**config.mk**
```make
export PLATFORM = sky130hd
export DESIGN_NAME = jtag_dap_top
export DESIGN_NICKNAME = d
export VERILOG_FILES = /design/src/rtl/dap_pkg.sv /design/src/rtl/dap_tap_fsm.sv /design/src/rtl/dap_ir.sv /design/src/rtl/dap_dr.sv /design/src/rtl/jtag_dap_top.sv
export SDC_FILE = /design/constraint.sdc
export NUM_CORES = 1
export LEC_CHECK = 0
export BUFFER_PORTS_ARGS = -buffer_cell sky130_fd_sc_hd__buf_2
export CAP_MARGIN = 15
export CELL_PAD_IN_SITES_DETAIL_PLACEMENT = 1
export CELL_PAD_IN_SITES_GLOBAL_PLACEMENT = 2
export CORE_AREA = 2 2 113 115
export DETAILED_ROUTE_END_ITERATION = 10
export DIE_AREA = 0 0 115 117
export GPL_ROUTABILITY_DRIVEN = 0
export PLACE_DENSITY_LB_ADDON = 0.1
export SLEW_MARGIN = 20
export SYNTH_ARGS = -nofsm -noshare
export SYNTH_HDL_FRONTEND = slang
export SYNTH_SLANG_ARGS = --single-unit
```
**constraint.sdc**
```tcl
create_clock -name tck -period 2.05 [get_ports tck]
set_input_delay 0.205 -clock tck [delete_from_list [all_inputs] [get_ports tck]]
set_output_delay 0.205 -clock tck [all_outputs]
set_load 0.01 [all_outputs]
```
**src/rtl/dap_pkg.sv**
```systemverilog
package dap_pkg;

  localparam int IR_W = 4;

  localparam logic [IR_W-1:0] INS_BYPASS = 4'b1111;
  localparam logic [IR_W-1:0] INS_IDENT  = 4'b1110;
  localparam logic [IR_W-1:0] INS_DPACC  = 4'b1010;
  localparam logic [IR_W-1:0] INS_APACC  = 4'b1011;
  localparam logic [IR_W-1:0] INS_ABORT  = 4'b1000;
  localparam logic [IR_W-1:0] IR_CAPTURE = 4'b0001;

  typedef enum logic [3:0] {
    ST_RESET, ST_IDLE,
    ST_SEL_DR, ST_CAP_DR, ST_SH_DR, ST_EX1_DR, ST_PA_DR, ST_EX2_DR, ST_UP_DR,
    ST_SEL_IR, ST_CAP_IR, ST_SH_IR, ST_EX1_IR, ST_PA_IR, ST_EX2_IR, ST_UP_IR
  } tap_state_e;

  typedef enum logic [2:0] {
    DR_BYP, DR_ID, DR_DP, DR_AP, DR_ABT
  } dr_sel_e;

endpackage

```
**src/rtl/dap_tap_fsm.sv**
```systemverilog
module dap_tap_fsm
  import dap_pkg::*;
(
  input  logic       tck,
  input  logic       rst,
  input  logic       tms,
  output tap_state_e state
);

  tap_state_e nxt;

  always_comb begin
    unique case (state)
      ST_RESET:  nxt = tms ? ST_RESET  : ST_IDLE;
      ST_IDLE:   nxt = tms ? ST_SEL_DR : ST_IDLE;
      ST_SEL_DR: nxt = tms ? ST_SEL_IR : ST_CAP_DR;
      ST_CAP_DR: nxt = tms ? ST_EX1_DR : ST_SH_DR;
      ST_SH_DR:  nxt = tms ? ST_EX1_DR : ST_SH_DR;
      ST_EX1_DR: nxt = tms ? ST_UP_DR  : ST_PA_DR;
      ST_PA_DR:  nxt = tms ? ST_EX2_DR : ST_PA_DR;
      ST_EX2_DR: nxt = tms ? ST_UP_DR  : ST_SH_DR;
      ST_UP_DR:  nxt = tms ? ST_SEL_DR : ST_IDLE;
      ST_SEL_IR: nxt = tms ? ST_RESET  : ST_CAP_IR;
      ST_CAP_IR: nxt = tms ? ST_EX1_IR : ST_SH_IR;
      ST_SH_IR:  nxt = tms ? ST_EX1_IR : ST_SH_IR;
      ST_EX1_IR: nxt = tms ? ST_UP_IR  : ST_PA_IR;
      ST_PA_IR:  nxt = tms ? ST_EX2_IR : ST_PA_IR;
      ST_EX2_IR: nxt = tms ? ST_UP_IR  : ST_SH_IR;
      ST_UP_IR:  nxt = tms ? ST_SEL_DR : ST_IDLE;
      default:   nxt = ST_RESET;
    endcase
  end

  always_ff @(posedge tck) begin
    if (rst) state <= ST_RESET;
    else     state <= nxt;
  end


  // A high TMS keeps the controller parked in Test-Logic-Reset.
  tlr_hold_chk: assert property (@(posedge tck) disable iff (rst)
    (state == ST_RESET && tms) |=> (state == ST_RESET));

endmodule

```
**src/rtl/dap_ir.sv**
```systemverilog
module dap_ir
  import dap_pkg::*;
(
  input  logic       tck,
  input  logic       rst,
  input  tap_state_e state,
  input  logic       tdi,
  output logic       ir_lsb,
  output dr_sel_e    sel
);

  logic [IR_W-1:0] ir_q;
  logic [IR_W-1:0] ir_sh;

  always_ff @(posedge tck) begin
    if (rst) begin
      ir_q  <= INS_IDENT;
      ir_sh <= '0;
    end else begin
      unique case (state)
        ST_RESET:  ir_q  <= INS_IDENT;
        ST_CAP_IR: ir_sh <= IR_CAPTURE;
        ST_SH_IR:  ir_sh <= {tdi, ir_sh[IR_W-1:1]};
        ST_UP_IR:  ir_q  <= ir_sh;
        default:   ;
      endcase
    end
  end

  assign ir_lsb = ir_sh[0];

  always_comb begin
    unique case (ir_q)
      INS_IDENT: sel = DR_ID;
      INS_DPACC: sel = DR_DP;
      INS_APACC: sel = DR_AP;
      INS_ABORT: sel = DR_ABT;
      default:   sel = DR_BYP;
    endcase
  end


  // The instruction changes only through Update-IR or Test-Logic-Reset.
  ir_hold_chk: assert property (@(posedge tck) disable iff (rst)
    !(state == ST_UP_IR || state == ST_RESET) |=> $stable(ir_q));

endmodule

```
**src/rtl/dap_dr.sv**
```systemverilog
module dap_dr
  import dap_pkg::*;
#(
  parameter int          DATA_W   = 32,
  parameter int          ACK_W    = 3,
  parameter int          ADDR_W   = 2,
  parameter logic [31:0] ID_VALUE = 32'h3BA0_0477
) (
  input  logic              tck,
  input  logic              rst,
  input  tap_state_e        state,
  input  dr_sel_e           sel,
  input  logic              tdi,
  input  logic [DATA_W-1:0] rsp_data,
  input  logic [ACK_W-1:0]  rsp_ack,
  output logic              dr_lsb,
  output logic              req_valid,
  output logic              req_ap,
  output logic [ADDR_W-1:0] req_addr,
  output logic              req_rnw,
  output logic [DATA_W-1:0] req_wdata,
  output logic              abort_pulse
);

  // The inward format reuses the acknowledge field for address plus RnW,
  // so ADDR_W + 1 is expected to equal ACK_W.
  localparam int SR_W  = DATA_W + ACK_W;
  localparam int IDX_W = $clog2(SR_W);

  logic [SR_W-1:0]  sr;
  logic [SR_W-1:0]  sr_shift;
  logic [IDX_W-1:0] top_idx;
  logic             is_acc;

  assign is_acc = (sel == DR_DP) || (sel == DR_AP);

  always_comb begin
    unique case (sel)
      DR_BYP:  top_idx = '0;
      DR_ID:   top_idx = IDX_W'(32 - 1);
      default: top_idx = IDX_W'(SR_W - 1);
    endcase
    sr_shift          = sr >> 1;
    sr_shift[top_idx] = tdi;
  end

  always_ff @(posedge tck) begin
    if (rst) begin
      sr <= '0;
    end else if (state == ST_CAP_DR) begin
      unique case (sel)
        DR_ID:        sr <= SR_W'(ID_VALUE);
        DR_DP, DR_AP: sr <= {rsp_data, rsp_ack};
        default:      sr <= '0;
      endcase
    end else if (state == ST_SH_DR) begin
      sr <= sr_shift;
    end
  end

  assign dr_lsb = sr[0];

  always_ff @(posedge tck) begin
    if (rst) begin
      req_valid   <= 1'b0;
      abort_pulse <= 1'b0;
      req_ap      <= 1'b0;
      req_addr    <= '0;
      req_rnw     <= 1'b0;
      req_wdata   <= '0;
    end else begin
      req_valid   <= (state == ST_UP_DR) && is_acc;
      abort_pulse <= (state == ST_UP_DR) && (sel == DR_ABT) && sr[ACK_W];
      if ((state == ST_UP_DR) && is_acc) begin
        req_ap    <= (sel == DR_AP);
        req_addr  <= sr[ADDR_W:1];
        req_rnw   <= sr[0];
        req_wdata <= sr[SR_W-1:ACK_W];
      end
    end
  end


  req_pulse_chk: assert property (@(posedge tck) disable iff (rst)
    req_valid |=> !req_valid);


  abort_pulse_chk: assert property (@(posedge tck) disable iff (rst)
    abort_pulse |=> !abort_pulse);


  abort_excl_chk: assert property (@(posedge tck) disable iff (rst)
    $onehot0({req_valid, abort_pulse}));

endmodule

```
**src/rtl/jtag_dap_top.sv**
```systemverilog
module jtag_dap_top
  import dap_pkg::*;
#(
  parameter int          DATA_W   = 32,
  parameter int          ACK_W    = 3,
  parameter int          ADDR_W   = 2,
  parameter logic [31:0] ID_VALUE = 32'h3BA0_0477
) (
  input  logic              tck,
  input  logic              trst_n,
  input  logic              tms,
  input  logic              tdi,
  output logic              tdo,
  output logic              tdo_oe,
  input  logic [DATA_W-1:0] rsp_data,
  input  logic [ACK_W-1:0]  rsp_ack,
  output logic              req_valid,
  output logic              req_ap,
  output logic [ADDR_W-1:0] req_addr,
  output logic              req_rnw,
  output logic [DATA_W-1:0] req_wdata,
  output logic              abort_pulse
);

  logic       rst;
  tap_state_e state;
  dr_sel_e    sel;
  logic       ir_lsb;
  logic       dr_lsb;

  assign rst = ~trst_n;

  dap_tap_fsm u_fsm (
    .tck   (tck),
    .rst   (rst),
    .tms   (tms),
    .state (state)
  );

  dap_ir u_ir (
    .tck    (tck),
    .rst    (rst),
    .state  (state),
    .tdi    (tdi),
    .ir_lsb (ir_lsb),
    .sel    (sel)
  );

  dap_dr #(
    .DATA_W   (DATA_W),
    .ACK_W    (ACK_W),
    .ADDR_W   (ADDR_W),
    .ID_VALUE (ID_VALUE)
  ) u_dr (
    .tck         (tck),
    .rst         (rst),
    .state       (state),
    .sel         (sel),
    .tdi         (tdi),
    .rsp_data    (rsp_data),
    .rsp_ack     (rsp_ack),
    .dr_lsb      (dr_lsb),
    .req_valid   (req_valid),
    .req_ap      (req_ap),
    .req_addr    (req_addr),
    .req_rnw     (req_rnw),
    .req_wdata   (req_wdata),
    .abort_pulse (abort_pulse)
  );

  always_ff @(negedge tck) begin
    if (rst) begin
      tdo    <= 1'b0;
      tdo_oe <= 1'b0;
    end else begin
      tdo_oe <= (state == ST_SH_DR) || (state == ST_SH_IR);
      unique case (state)
        ST_SH_IR: tdo <= ir_lsb;
        ST_SH_DR: tdo <= dr_lsb;
        default:  tdo <= 1'b0;
      endcase
    end
  end


  // The falling-edge enable matches the state held since the previous rise.
  oe_window_chk: assert property (@(posedge tck) disable iff (rst)
    tdo_oe == ((state == ST_SH_DR) || (state == ST_SH_IR)));

endmodule

```
After elaboration in Yosys (flattened, before gate mapping)

Cells that the tools add are included.
W data, S select, Z words.

Flip-flop bits (word level): 87
Input port bits: 39
Output and inout bits: 40
Logic and storage cells: 76

Order comparisons: 2
Eq/ne operators: 23
Multiplexer cells: 24
Reductions and logical operators: 15

Operators with widths:

| operator             | count |
|---|---|
| $mux W35             | 2 |
| $pmux W35 S2         | 1 |
| $eq A4 B4 Y1 const B | 12 |
| $pmux W4 S12         | 1 |
| $bwmux W35           | 1 |
| $eq A4 B3 Y1 const B | 4 |
| $mux W4              | 4 |
| $pmux W4 S2          | 2 |
| $pmux W3 S4          | 1 |
| $pmux W6 S2          | 1 |
| $eq A4 B2 Y1 const B | 2 |
| $lt A6 B7 Y1 const B | 1 |
| $demux W1 S6         | 1 |
| $eq A3 B2 Y1 const B | 2 |
| $ge A6 B1 Y1 const B | 1 |
| $mux W2              | 3 |
| $mux W3              | 2 |
| $reduce_bool A2 Y1   | 3 |
| $reduce_or A2 Y1     | 3 |
| $eq A4 B1 Y1 const B | 1 |
| $logic_and A1 B1 Y1  | 4 |
| $logic_not A4 Y1     | 1 |
| $mux W1              | 4 |
| $eq A3 B1 Y1 const B | 1 |
| 5 further kinds      | 6 |

Depth between registers and ports, before layout

Gate-level depths: netlist of the first run.

Depth after elaboration: 11
Gate-level depth with buffers: 8
Mapped depth without buffers: 4

Modules after synthesis

Synthesis of the first run repeated with hierarchy kept, for this count alone.

Cell total of the unflattened synthesis: 475
Area total of the unflattened synthesis: 3956.3 µm²

Modules (own cells, without submodules):

| module       | times used | cells each | area an instance (µm²) | sequential area each (µm²) |
|---|---|---|---|---|
| dap_dr       | 1          | 390        | 3193.1                 | 1461.4 |
| dap_ir       | 1          | 36         | 346.6                  | 160.2 |
| dap_tap_fsm  | 1          | 39         | 331.6                  | 80.1 |
| jtag_dap_top | 1          | 10         | 85.1                   | 40.0 |

==> impl_metrics.env, run 1 <==
export IMPL_status="finished clean"
export IMPL_final_seq_area_um2=1740
export IMPL_grt_pass1_vias=3411
export IMPL_grt_max_degree=51
export IMPL_crit_type="reg -> out"
export IMPL_p_sw_share_pct=23.2
export IMPL_ys_async_sr_fraction_pct=0
export IMPL_min_path_type="in -> reg"
export IMPL_reg2reg_to="tdo"
export IMPL_cp_required_ps=1850
export IMPL_leakage_uw=0.00178
export IMPL_core_um2=12300
export IMPL_die_height_um=117
export IMPL_drv_slew=0
export IMPL_cellPowerDensity_nw_per_um2=816
export IMPL_synth_edf_count=0
export IMPL_rr_worst_depth=4
export IMPL_dieArea_um2=13500
export IMPL_cpMaxStageDelayCell="dfxtp_1"
export IMPL_clock_skew_ps=54.5
export IMPL_path_clk_slew_ps=60
export IMPL_switching_power_uw=878
export IMPL_setup_viol_count_final=0
export IMPL_dr_pass1_iters=4
export IMPL_rsz0062_at_grt="true"
export IMPL_area_growth_pct=25.1
export IMPL_path_buf_inv=1
export IMPL_n_fill_cell=1475
export IMPL_drt_wl_total_um=10900
export IMPL_ctsRootBufferMaster="clkbuf_16"
export IMPL_initial_core_util_pct=30.1
export IMPL_antenna_found_initial=0
export IMPL_critPathMaxFanout=1
export IMPL_reg2reg_from="u_fsm.state[0]"
export IMPL_synth_cell_types=43
export IMPL_min_path_cells=3
export IMPL_r2r_setup_slack_ps=100
export IMPL_multi_input_area_um2=1750
export IMPL_drive_gt1_share_pct=24.9
export IMPL_synth_avg_cell_area_um2=8.34
export IMPL_cts_tree="done"
export IMPL_startpoint_type="register"
export IMPL_syn_instance_count=444
export IMPL_ios=79
export IMPL_clkSinkCount=87
export IMPL_io_buffers=78
export IMPL_maxCapViolations=0
export IMPL_hold_viol=0
export IMPL_antenna_cells=0
export IMPL_crit_family="flip-flops"
export IMPL_endpoint_kind="primary output"
export IMPL_pwr_share_comb_pct=7.8
export IMPL_ys_ff_latch=87
export IMPL_totalPowerFinal_uw=3780
export IMPL_final_cell_mix="107 x nand2_1, 86 x dfxtp_1, 77 x buf_2"
export IMPL_finalNetCount=556
export IMPL_vias_per_cell=5.05
export IMPL_numCtsBuffers=9
export IMPL_synth_area_leaders="dfxtp_1 47%, nand2_1 11%, o21ai_0 7.3%"
export IMPL_cts_buffer_depth=2
export IMPL_fp_row_count=41
export IMPL_route_vias_total=3392
export IMPL_cts_max_level=3
export IMPL_hold_start="rsp_data[4]"
export IMPL_fin_util_pct=37.6
export IMPL_hold_end="u_dr.sr[7]"
export IMPL_grt_use_total_pct=17.1
export IMPL_mostFrequentLayoutCell="nand2_1"
export IMPL_synth_top_area_share_pct=47.0
export IMPL_grt_first_pass_wirelength_um=17900
export IMPL_ant_nets=0
export IMPL_synth_top_flop_cell="dfxtp_1"
export IMPL_post_cts_buffers=0
export IMPL_grt_ovfl_total=0
export IMPL_drc=0
export IMPL_relSlewSlack_pct=62.7
export IMPL_syn_nets=483
export IMPL_yosysWarnings=0
export IMPL_yosysSeqAreaShare_pct=47.0
export IMPL_slowest_delay_ps=300
export IMPL_internal_power_uw=2900
export IMPL_p_clk_share_pct=45.2
export IMPL_peakVddDrop_mv=0.283
export IMPL_yosys_area_top_type="dfxtp_1"
export IMPL_seqPwrFrac_pct=47.0
export IMPL_hpwl_um=7240
export IMPL_critical_path_cell_chain="buf_2"
export IMPL_clk_insertion_delay_late_ps=390
export IMPL_die_x_um=115
export IMPL_cts_hold_buf=0
export IMPL_cts_resized_gates=0
export IMPL_syn_area_um2=3700
export IMPL_worstPathArrival_ps=1840
export IMPL_worstMarginPinSlew_ps=555
export IMPL_drtIter0Drc=148
export IMPL_wl_per_cell_um=16.3
==> how the worst max path moves through the flow <==
stage	startpoint	to	slack, ps	depth (start not counted)
CTS	tdo	tdo	-20	1
finish	tdo	tdo	10	1
detailed placement	u_fsm.state[0]	tdo	80	4
global placement	u_fsm.state[0]	tdo	100	4
global route	tdo	tdo	-30	1
floorplan	u_fsm.state[1]	tdo	-20	6
==> cells by family after synthesis <==
| kind of cell | after synthesis | synth area share, % |
|---|---|---|
| AOI/OAI and AO/OA | 171 | 29.2 |
| muxes | 2 | 0.608 |
| and+or+nand+nor | 138 | 16.5 |
| DFF | 87 | 47.0 |
| buffers and inverters | 46 | 6.65 |
==> synth_stat cells (all sizes together) (2+ instances only) <==
| cell type | n |
|---|---|
| buf | 13 |
| o22ai | 6 |
| nor3 | 3 |
| and2 | 2 |
| nand2b | 3 |
| a211oi | 2 |
| o211ai | 2 |
| mux2 | 2 |
| nand2 | 107 |
| a31oi | 15 |
| o21ai | 54 |
| a22oi | 21 |
| nor2 | 4 |
| dfxtp | 87 |
| clkbuf | 28 |
| o21a | 2 |
| a21boi | 39 |
| a21oi | 23 |
| nand3 | 5 |
| nor4 | 2 |
| nor2b | 3 |
| nand3b | 2 |
| inv | 5 |
==> metrics by stage <==
step / area, um2 / instances / setup TNS, ps / setup WS [ps] / hold WS, ps
CTS: 4630 / 672 / -15.6 / -15.6 / 147
global route: 4630 / 672 / -49.6 / -31.9 / 168
floorplan: 3720 / 444 / -24.6 / -24.6 / 376
finish: 4630 / 672 / 0 / 9.69 / 156
detailed placement: 4310 / 655 / 0 / 83.7 / 443
global placement: 4310 / 655 / 0 / 102 / 439
==> routing by layer <==
metal	vias up	part of all wire, %	GRT usage, %
met3	12	3.6	3.09
met1	1613	50	23.6
met4	0	1.8	6.99
met5	-	0	0
li1	1706	-	-
met2	61	45	26.5
==> power groups by stage <==
| stage | combinational (uW) | clock [uW] | sequential (uW) |
|---|---|---|---|
| 4_1_cts | 295 | 1770 | 1770 |
| 2_1_floorplan | 188 | 9.17 | 1800 |
| 6_report | 294 | 1710 | 1780 |
| 3_5_place_dp | 294 | 9.17 | 1810 |
| 5_1_grt | 330 | 1840 | 1780 |
| 3_3_place_gp | 290 | 9.17 | 1810 |
==> registers in the layout, indices dropped and copies added, names as in the netlist <==
register / count
u_fsm.state: 4
u_dr.req_rnw: 1
u_dr.req_ap: 1
u_dr.req_valid: 1
u_dr.req_addr: 2
tdo_oe: 1
u_dr.sr: 35
tdo: 1
u_ir.ir_q: 4
u_dr.req_wdata: 32
u_dr.abort_pulse: 1
u_ir.ir_sh: 4
==> cell type report <==
| type | count | area share (%) |
|---|---|---|
| multi-input combinational | 311 | 37.8 |
| sequential | 87 | 37.6 |
| timing repair buffer | 102 | 13.3 |
| clock buffer | 15 | 6.67 |
| tap | 150 | 4.05 |
| inverter | 4 | 0.324 |
| clock inverter | 3 | 0.270 |
Note: power is estimated with default switching activity, not from simulation.
==> inputs of run 2 (changes only) <==
--- a/config.mk
+++ b/config.mk
@@ -9,12 +9,13 @@
 export CAP_MARGIN = 15
 export CELL_PAD_IN_SITES_DETAIL_PLACEMENT = 1
 export CELL_PAD_IN_SITES_GLOBAL_PLACEMENT = 2
-export CORE_AREA = 2 2 113 115
+export CORE_AREA = 2 2 115 117
 export DETAILED_ROUTE_END_ITERATION = 10
-export DIE_AREA = 0 0 115 117
+export DIE_AREA = 0 0 117 119
 export GPL_ROUTABILITY_DRIVEN = 0
 export PLACE_DENSITY_LB_ADDON = 0.1
 export SLEW_MARGIN = 20
 export SYNTH_ARGS = -nofsm -noshare
 export SYNTH_HDL_FRONTEND = slang
+export SYNTH_HIERARCHICAL = 1
 export SYNTH_SLANG_ARGS = --single-unit
==> run 2 against run 1 <==
The flow now finishes with violations (setup timing). Cell area rose by 6.6%. Hold slack got worse by 58 ps. Largest cell class unchanged. Clock-buffer cell count fell by 4. Core utilization rose by 0.74 points. Critical path type is now reg -> reg. Setup slack got worse by 40 ps. Sequential share of layout area fell by 2.1 points. Register-to-register slack got worse by 130 ps. Largest power group is now the clock network.
==> impl_metrics.env, run 2 <==
export IMPL_post_cts_buffers=0
export IMPL_hold_start="rsp_data[19]"
export IMPL_grt_ovfl_total=0
export IMPL_cp_required_ps=1340
export IMPL_die_x_um=117
export IMPL_drive_gt1_share_pct=26.6
export IMPL_stdcell_count=729
export IMPL_dr_pass1_iters=4
export IMPL_status="finished, violations left"
export IMPL_cts_buffer_depth=2
export IMPL_rsz0062_at_grt="true"
export IMPL_maxCapViolations=0
export IMPL_fp_row_count=42
export IMPL_hold_slack_ps=97.7
export IMPL_synth_area_leaders="dfxtp_1 44%, nand2_1 11%, a21oi_1 8.9%"
export IMPL_numCtsBuffers=9
export IMPL_cp_startpoint="u_fsm/state[0]"
export IMPL_fin_util_pct=38.4
export IMPL_ys_async_sr_fraction_pct=0
export IMPL_yosysWarnings=6
export IMPL_crit_type="reg -> reg"
export IMPL_clk_insertion_delay_late_ps=390
export IMPL_ios=79
export IMPL_worstPathArrival_ps=1370
export IMPL_die_height_um=119
export IMPL_startpoint_type="register"
export IMPL_antenna_cells=0
export IMPL_drv_slew=0
export IMPL_dp_slack_ps=-87.2
export IMPL_ant_nets=0
export IMPL_syn_instance_count=475
export IMPL_vias_per_cell=5.11
export IMPL_reg2reg_from="u_fsm/state[0]"
export IMPL_grt_max_degree=53
export IMPL_cellPowerDensity_nw_per_um2=839
export IMPL_mostFrequentLayoutCell="nand2_1"
export IMPL_violations="setup timing"
export IMPL_route_vias_total=3722
export IMPL_regMostFlops="u_dr/sr"
export IMPL_syn_nets=514
export IMPL_cts_tree="done"
export IMPL_drtIter0Drc=210
export IMPL_cpMaxStageDelayCell="or4b_4"
export IMPL_synth_avg_cell_area_um2=8.33
export IMPL_core_um2=12900
export IMPL_critical_path_cell_chain="or4b_4 > a21oi_1"
export IMPL_totalPowerFinal_uw=4150
export IMPL_grt_pass1_vias=3794
export IMPL_ctsRootBufferMaster="clkbuf_16"
export IMPL_endpoint_kind="register"
export IMPL_io_buffers=78
export IMPL_initial_core_util_pct=30.7
export IMPL_synth_edf_count=0
export IMPL_synth_top_flop_cell="dfxtp_1"
export IMPL_fin_ws_ps=-29.8
export IMPL_min_path_type="in -> reg"
export IMPL_drt_wl_total_um=12500
export IMPL_wl_per_cell_um=17.1
export IMPL_largest_register_ffs=35
export IMPL_cts_hold_buf=0
export IMPL_clkSinkCount=87
export IMPL_drc=0
export IMPL_hold_viol=0
export IMPL_hpwl_um=8470
export IMPL_leakage_uw=0.00181
export IMPL_dieArea_um2=13900
export IMPL_finalNetCount=587
export IMPL_grt_use_total_pct=18.5
export IMPL_crit_family="simple AND/OR/NAND/NOR gates"
export IMPL_yosysMostFrequentCell="nand2_1"
export IMPL_synth_cell_types=60
export IMPL_largestRegisters="u_dr/sr x35, u_dr/req_wdata x32"
export IMPL_worstMarginPinSlew_ps=590
export IMPL_relSlewSlack_pct=60.7
export IMPL_syn_area_um2=3960
export IMPL_cts_max_level=3
export IMPL_n_fill_cell=1557
export IMPL_path_clk_slew_ps=70
export IMPL_critPathMaxFanout=2
export IMPL_ys_ff_latch=87
export IMPL_grt_first_pass_wirelength_um=19900
export IMPL_synthTopCellsByCount="117 x nand2_1, 87 x dfxtp_1, 70 x a21oi_1, 20 x clkbuf_1, 19 x o21ai_0"
export IMPL_peakVddDrop_mv=0.370
export IMPL_yosysSeqAreaShare_pct=44.0
export IMPL_slowest_delay_ps=540
export IMPL_synth_top_area_share_pct=44.0
export IMPL_final_cell_mix="117 x nand2_1, 82 x dfxtp_1, 77 x buf_2"
export IMPL_antenna_found_initial=0
export IMPL_dp_cells=712
export IMPL_clock_skew_ps=54.1
export IMPL_setup_viol_count_final=3
export IMPL_area_growth_pct=24.9
export IMPL_yosys_area_top_type="dfxtp_1"
export IMPL_path_buf_inv=0
==> run 2: cell count changes after synthesis, sizes merged, moves of 10 or more <==
cell,change
a21boi,-34
o21ai,-35
inv,+11
a22oi,-13
a21oi,+47
a31oi,-14
o221ai,+10
nand2,+11
==> run 2: tightest hold or removal path, cell delays in order <==
cell	delay [ps]
buf_2	100
nand2_1	50
a21oi_1	50
==> run 2: timing repair <==
item,CTS,global route
pin swaps,1,0
resized for setup,3,3
setup endpoints to repair,4,19
==> run 2: cell families after synthesis <==
family                    synth area share, %
muxes                                   0.506
buffers and inverters                    6.93
DFF                                      44.0
and+or+nand+nor                          20.7
xor gates and xnor gates                0.443
AOI/OAI and AO/OA                        27.4
==> run 2: final timing paths <==
path	slack, ps	depth (start not counted)	to
hold reg to reg	450	2	u_dr/req_wdata[12]
setup / recovery	-30	2	tdo_oe
hold / removal	100	3	u_dr/sr[22]
setup reg to reg	-30	2	tdo_oe
==> run 2: layout make-up <==
| class | instances | area, um2 | share of cell area, % |
|---|---|---|---|
| Multi-Input combinational cell | 334 | 1960 | 39.6 |
| Sequential cell | 87 | 1750 | 35.5 |
| Timing Repair Buffer | 99 | 567 | 11.5 |
| Clock buffer | 11 | 254 | 5.14 |
| Tap cell | 176 | 220 | 4.46 |
| Clock inverter | 7 | 133 | 2.68 |
| Inverter | 15 | 56.3 | 1.14 |
==> run 2: routing by layer <==
layer	vias up	part of all wire [%]	global-route usage [%]
li1	1838	-	-
met1	1810	48	25.1
met2	66	48	29.9
met3	8	3.5	4.38
met4	0	0.79	4.26
met5	-	0	0
==> run 2: stage by stage <==
stage / TNS, ps / cell area, um2
after floorplan: -169 / 3970
after global placement: -104 / 4540
after detailed placement: -170 / 4540
after CTS: -75.1 / 4930
after global routing: -281 / 4940
final: -46.2 / 4940
==> run 2: power breakdown <==
group          total, uW  internal, uW  switching, uW
Combinational        294           117            177
Clock               2100          1390            704
Sequential          1750          1720           32.0
